===== src/rtl/pfwp_pkg.sv =====
package pfwp_pkg;
  typedef enum logic [1:0] {
    ST_PASS    = 2'd0,
    ST_DRAIN   = 2'd1,
    ST_PROTECT = 2'd2,
    ST_RECOVER = 2'd3
  } pfwp_state_e;
endpackage


===== src/rtl/pfwp_trip_sel.sv =====
module pfwp_trip_sel #(
  parameter int N_TRIP = 2
) (
  input  logic [N_TRIP-1:0]         trip,
  input  logic [$clog2(N_TRIP)-1:0] sel,
  output logic                      fail
);
  always_comb fail = trip[sel];
endmodule


===== src/rtl/pfwp_cycle_timer.sv =====
module pfwp_cycle_timer #(
  parameter int LIMIT = 8
) (
  input  logic clk,
  input  logic rst_n,
  input  logic clr,
  input  logic en,
  output logic done
);
  localparam int CW = $clog2(LIMIT + 1);
  localparam logic [CW-1:0] LAST = CW'(LIMIT - 1);

  logic [CW-1:0] cnt;

  always_ff @(posedge clk or negedge rst_n) begin
    if (!rst_n)             cnt <= '0;
    else if (clr)           cnt <= '0;
    else if (en && !done)   cnt <= cnt + 1'b1;
  end

  always_comb done = (cnt == LAST);

  AST_TMR_NO_OVERFLOW: assert property (@(posedge clk) disable iff (!rst_n)
    cnt <= LAST);
endmodule


===== src/rtl/pfwp_ctrl.sv =====
module pfwp_ctrl
  import pfwp_pkg::*;
(
  input  logic        clk,
  input  logic        rst_n,
  input  logic        ce_in_n,
  input  logic        pf,
  input  logic        wpt_done,
  input  logic        rec_done,
  output pfwp_state_e st,
  output logic        ce_out_n
);
  pfwp_state_e nxt;

  always_ff @(posedge clk or negedge rst_n) begin
    if (!rst_n) st <= ST_PROTECT;
    else        st <= nxt;
  end

  always_comb begin
    nxt = st;
    unique case (st)
      ST_PASS:    if (pf) nxt = ce_in_n ? ST_PROTECT : ST_DRAIN;
      ST_DRAIN:   if (ce_in_n || wpt_done) nxt = ST_PROTECT;
      ST_PROTECT: if (!pf) nxt = ST_RECOVER;
      ST_RECOVER: if (pf) nxt = ST_PROTECT;
                  else if (rec_done) nxt = ST_PASS;
      default:    nxt = ST_PROTECT;
    endcase
  end

  // Pass and drain hand the raw enable through; the others hold it inactive.
  always_comb ce_out_n = (st == ST_PASS || st == ST_DRAIN) ? ce_in_n : 1'b1;

  AST_IDLE_FAIL_PROTECTS: assert property (@(posedge clk) disable iff (!rst_n)
    (st == ST_PASS && pf && ce_in_n) |=> (st == ST_PROTECT && ce_out_n));
  AST_DRAIN_ENDS_ON_RELEASE: assert property (@(posedge clk) disable iff (!rst_n)
    (st == ST_DRAIN && ce_in_n) |=> (st == ST_PROTECT));
  AST_DRAIN_TIMEOUT: assert property (@(posedge clk) disable iff (!rst_n)
    (st == ST_DRAIN && wpt_done) |=> (st == ST_PROTECT && ce_out_n));
  AST_POWER_BACK_RECOVERS: assert property (@(posedge clk) disable iff (!rst_n)
    (st == ST_PROTECT && !pf) |=> (st == ST_RECOVER));
  AST_REFAIL_REPROTECTS: assert property (@(posedge clk) disable iff (!rst_n)
    (st == ST_RECOVER && pf) |=> (st == ST_PROTECT));
  AST_NO_EARLY_PASS: assert property (@(posedge clk) disable iff (!rst_n)
    (st == ST_RECOVER && !rec_done) |=> (st != ST_PASS));
endmodule


===== src/rtl/pfwp_ce_gate.sv =====
module pfwp_ce_gate
  import pfwp_pkg::*;
#(
  parameter int WPT_CYC = 10000,
  parameter int REC_CYC = 8000000
) (
  input  logic       clk,
  input  logic       rst_n,
  input  logic       ce_in_n,
  input  logic [1:0] pf_trip,
  input  logic       thr_sel,
  output logic       ce_out_n,
  output logic [1:0] state_code,
  output logic       forced_hi
);
  logic        pf;
  logic        wpt_done;
  logic        rec_done;
  pfwp_state_e st;

  pfwp_trip_sel #(.N_TRIP(2)) u_sel (
    .trip (pf_trip),
    .sel  (thr_sel),
    .fail (pf)
  );

  pfwp_cycle_timer #(.LIMIT(WPT_CYC)) u_wpt (
    .clk   (clk),
    .rst_n (rst_n),
    .clr   (st != ST_DRAIN),
    .en    (st == ST_DRAIN),
    .done  (wpt_done)
  );

  pfwp_cycle_timer #(.LIMIT(REC_CYC)) u_rec (
    .clk   (clk),
    .rst_n (rst_n),
    .clr   (st != ST_RECOVER),
    .en    (st == ST_RECOVER),
    .done  (rec_done)
  );

  pfwp_ctrl u_ctrl (
    .clk      (clk),
    .rst_n    (rst_n),
    .ce_in_n  (ce_in_n),
    .pf       (pf),
    .wpt_done (wpt_done),
    .rec_done (rec_done),
    .st       (st),
    .ce_out_n (ce_out_n)
  );

  always_comb state_code = st;
  always_comb forced_hi  = (st == ST_PROTECT) || (st == ST_RECOVER);

  AST_RESET_PROTECT: assert property (@(posedge clk)
    !rst_n |=> (state_code == 2'd2 || !rst_n));
endmodule


===== config.mk =====
export PLATFORM = sky130hd
export DESIGN_NAME = pfwp_ce_gate
export DESIGN_NICKNAME = d
export VERILOG_FILES = /design/src/rtl/pfwp_pkg.sv /design/src/rtl/pfwp_trip_sel.sv /design/src/rtl/pfwp_cycle_timer.sv /design/src/rtl/pfwp_ctrl.sv /design/src/rtl/pfwp_ce_gate.sv
export SDC_FILE = /design/constraint.sdc
export NUM_CORES = 1
export LEC_CHECK = 0
export ABC_AREA = 1
export BUFFER_PORTS_ARGS = -buffer_cell sky130_fd_sc_hd__clkbuf_2
export CORE_AREA = 2 2 78 80
export CTS_BUF_LIST = sky130_fd_sc_hd__clkbuf_16
export DETAILED_ROUTE_END_ITERATION = 6
export DIE_AREA = 0 0 80 82
export PLACE_DENSITY_LB_ADDON = 0.25
export SLEW_MARGIN = 10
export SYNTH_ARGS = -nofsm -noshare
export SYNTH_HDL_FRONTEND = slang
export SYNTH_HIERARCHICAL = 1
export SYNTH_SLANG_ARGS = --single-unit

===== constraint.sdc =====
create_clock -name clk -period 2.65 [get_ports clk]
set_clock_uncertainty 0.05 [all_clocks]
set_input_delay 0.1325 -clock clk [delete_from_list [all_inputs] [get_ports clk]]
set_output_delay 0.1325 -clock clk [all_outputs]
set_load 0.01 [all_outputs]

==> flow_summary.json <==
{
  "outcome": "finished, final reports clean",
  "detail_route.vias_per_cell": 5.177,
  "hpwlAfterDp_mm": 4.629,
  "timing.critical_path.from": "u_rec/cnt[0]",
  "hold_violations": 0,
  "final.setup.worst_slack_ns": 0.7680,
  "worst_slew_margin_rel": 0.3339,
  "cts_tree": "built",
  "chipHeight_um": 82,
  "cts-htree-levels": 2,
  "setup-tns-final_ns": 0,
  "antenna_found_initial": 0,
  "yosysUniqueCellTypes": 30,
  "grt_pass1_vias": 2561,
  "tritoncts.num_buffers": 5,
  "width_of_the_die_um": 80,
  "worst_setup_hold_path_clk_slew_ns": 0.06,
  "max_cap_viol_count": 0,
  "path_max_fanout": 20,
  "timing.final.setup_violations": 0,
  "place.gp.congestion": 0.8705,
  "ir_worst_vdd_mv": 0.3240,
  "num_io_pins": 10,
  "maximum_number_of_pins_on_one_net_before_global_route_repair": 40,
  "power.density_cell_area_nw_per_um2": 642.9,
  "clkPwrFrac": 0.393,
  "syn2layout_area_growth_pct": 9.780,
  "synth.top_cells.by_area": "sky130_fd_sc_hd__dfrtp_1 (34%), sky130_fd_sc_hd__nand2_1 (23%), sky130_fd_sc_hd__nor2_1 (8.7%), sky130_fd_sc_hd__nand3_1 (5.2%), sky130_fd_sc_hd__nand4_1 (5.2%)",
  "die_area_um2": 6560,
  "cts.repair_timing.setup_buffer_count": 0,
  "drive_above_1_share": 0.09677,
  "comb_power_share": 0.265,
  "netSwitchingFraction": 0.3426,
  "core_area_um2": 5746,
  "stdcell_count": 509,
  "cp-end-kind": "flop",
  "post-synth-top-area-fraction": 0.3410,
  "cp_data_arrival_time_ns": 2.05,
  "critical_path_class": "reg2reg",
  "synth_nets": 433,
  "routed_wl_mm": 6.365,
  "netlist_area_um2": 2789,
  "critical_path_cell_count": 9,
  "diodes": 0,
  "initial_core_utilization": 0.4854,
  "achievable_clock_frequency_ghz": 0.5313,
  "detail_route.drc_violations": 0,
  "reg2reg_slack_ns": 0.77,
  "net-switching-power_uw": 674.4,
  "worstHoldPathType": "in2reg",
  "drt.antenna.violating_nets": 0,
  "timing_worst_slew_pin_value_ns": 0.9992,
  "finalCritPeriodShare": 0.7102,
  "critical_path.top_delay_family": "simple AND/OR/NAND/NOR gates",
  "yosysWarningCount": 6,
  "grt_first_pass_wirelength_mm": 11.17,
  "cts.root.buffer_cell": "sky130_fd_sc_hd__clkbuf_16",
  "cp_slowest_cell": "sky130_fd_sc_hd__dfrtp_1",
  "grt-ovfl-total": 0,
  "number_of_vias_in_the_routed_layout": 2635,
  "post-synth-top-area-cell": "sky130_fd_sc_hd__dfrtp_1",
  "critical_path.reg2reg.endpoint": "u_rec/cnt[18]",
  "period_needed_ns": 1.882,
  "numClockSinks": 39,
  "place_ws_ns": 0.7659,
  "drtPass1Iterations": 5,
  "synth-seq-area-share": 0.3504,
  "report.final.slew_viol_count": 0,
  "critical-path-max-stage-delay_ns": 0.40,
  "setup.worst_path.end": "u_rec/cnt[18]",
  "worst_skew_pair.late_latency_ns": 0.28,
  "clock_tree.buffer_depth": 2,
  "rsz0062_at_grt": "no",
  "required_ns": 2.82,
  "intPower_mw": 1.294,
  "post_synthesis_mean_instance_area_um2": 6.562,
  "critical_path_buf_inv_count": 1,
  "power_mw": 1.968,
  "crit_path_cell_trace": "ha_1, nand3_2, nor2_4, nand3_4, nand2_4, nand2_4, clkinv_2, nand2_1, nand2_1",
  "dp.cells": 500,
  "post_drt_wl_per_cell_um": 12.50,
  "std_cell_rows": 28,
  "global_route.usage.total": 0.2180,
  "p_leak_nw": 1.527,
  "timing.reg2reg.worst_path_depth": 9,
  "ys_ff_latch": 39,
  "first_iter_violations": 130,
  "portBuffers": 9,
  "worstReg2RegStart": "u_rec/cnt[0]",
  "netlist_instances": 425,
  "critPathLaunchType": "flop",
  "finish.net_count": 441,
  "power.sequential.fraction": 0.342
}
==> state kept, by name (all words and copies together) (netlist names) <==
register,cells
u_rec/cnt,23
u_wpt/cnt,14
u_ctrl/st,2
==> synth_stat cells <==
cell type,count
sky130_fd_sc_hd__nand2_1,172
sky130_fd_sc_hd__nor2_1,65
sky130_fd_sc_hd__dfrtp_1,38
sky130_fd_sc_hd__inv_1,34
sky130_fd_sc_hd__nand3_1,29
sky130_fd_sc_hd__nand4_1,23
sky130_fd_sc_hd__xor2_1,14
sky130_fd_sc_hd__o21ai_0,6
sky130_fd_sc_hd__buf_6,5
sky130_fd_sc_hd__inv_2,5
sky130_fd_sc_hd__nor2_4,4
sky130_fd_sc_hd__nand2_2,3
sky130_fd_sc_hd__o21bai_1,3
sky130_fd_sc_hd__or2_2,3
sky130_fd_sc_hd__buf_1,2
sky130_fd_sc_hd__clkbuf_1,2
sky130_fd_sc_hd__ha_1,2
sky130_fd_sc_hd__nand2_4,2
sky130_fd_sc_hd__o21ai_1,2
sky130_fd_sc_hd__a31oi_1,1
sky130_fd_sc_hd__and2_1,1
sky130_fd_sc_hd__buf_2,1
sky130_fd_sc_hd__clkinv_1,1
sky130_fd_sc_hd__clkinv_2,1
sky130_fd_sc_hd__dfstp_2,1
sky130_fd_sc_hd__nand3_2,1
sky130_fd_sc_hd__nand3_4,1
sky130_fd_sc_hd__nand3b_4,1
sky130_fd_sc_hd__nor2_2,1
sky130_fd_sc_hd__nor2_8,1
==> final cells by class <==
class                      count  area, µm²
clock buffer                   5      125.1
clock inverter                 3      67.56
fill                         541       2684
inverter                      41      155.1
multi-input combinational    335       1580
sequential                    39      977.2
tap                           75      93.84
timing repair buffer          11      62.56
==> power groups by stage <==
stage / sequential, mW / clock (mW) / combinational, mW
finish: 0.673 / 0.773 / 0.522
global route: 0.682 / 0.813 / 0.591
CTS: 0.675 / 0.790 / 0.527
detailed placement: 0.686 / 0 / 0.524
global placement: 0.685 / 0 / 0.516
floorplan: 0.681 / 0 / 0.452
==> cell families after synthesis <==
| family | synth area share |
|---|---|
| flip-flops | 0.3504 |
| buffers and inverters | 0.08299 |
| XOR/XNOR | 0.04397 |
| AND/OR/NAND/NOR | 0.4890 |
| adder cells (fa/ha/maj) | 0.008971 |
| AO/OA/AOI/OAI | 0.02468 |
==> worst min-delay path, delay by kind of cell <==
kind,cells,cell delay (ns)
AND/OR/NAND/NOR,2,0.10
AO/OA/AOI/OAI,1,0.07
buffers and inverters,1,0.09
==> metal layers <==
layer,part of all wire,wire (µm),GRT usage,up-vias
met5,0,0,0,-
met4,0.021,134,0.08136,0
met3,0.040,255,0.04176,15
met2,0.51,3220,0.4067,55
met1,0.43,2755,0.2459,1214
li1,-,-,-,1351
==> worst min-delay path by stage <==
stage | to | startpoint | cells past startpoint
after floorplan | u_ctrl/st[0] | rst_n | 0
after global placement | u_wpt/cnt[13] | rst_n | 1
after detailed placement | u_wpt/cnt[7] | rst_n | 1
after CTS | u_ctrl/st[0] | ce_in_n | 4
after global routing | u_ctrl/st[0] | ce_in_n | 4
final | u_ctrl/st[0] | ce_in_n | 4
==> repair_timing <==
action,in CTS,in global routing
resized for setup,0,0
hold endpoints to repair,31,0
hold buffers,1,0
==> stage by stage <==
stage	hold slack (ns)	area [µm²]	util
finish	0.1113	3062	0.5329
detailed placement	0.2958	2859	0.4976
global placement	0.2847	2859	0.4976
floorplan	-0.2131	2789	-
global route	0.1517	3062	0.5329
CTS	0.1059	3062	0.5329
==> layout by cell type, fill, tap and decap left out, drive strengths merged, types with 3 or more instances in the layout <==
master,count
nand2,177
nor2,71
inv,39
dfrtp,38
nand3,31
nand4,23
xor2,14
clkbuf,14
o21ai,8
or2,3
o21bai,3
Note: power is estimated with default switching activity, not from simulation.
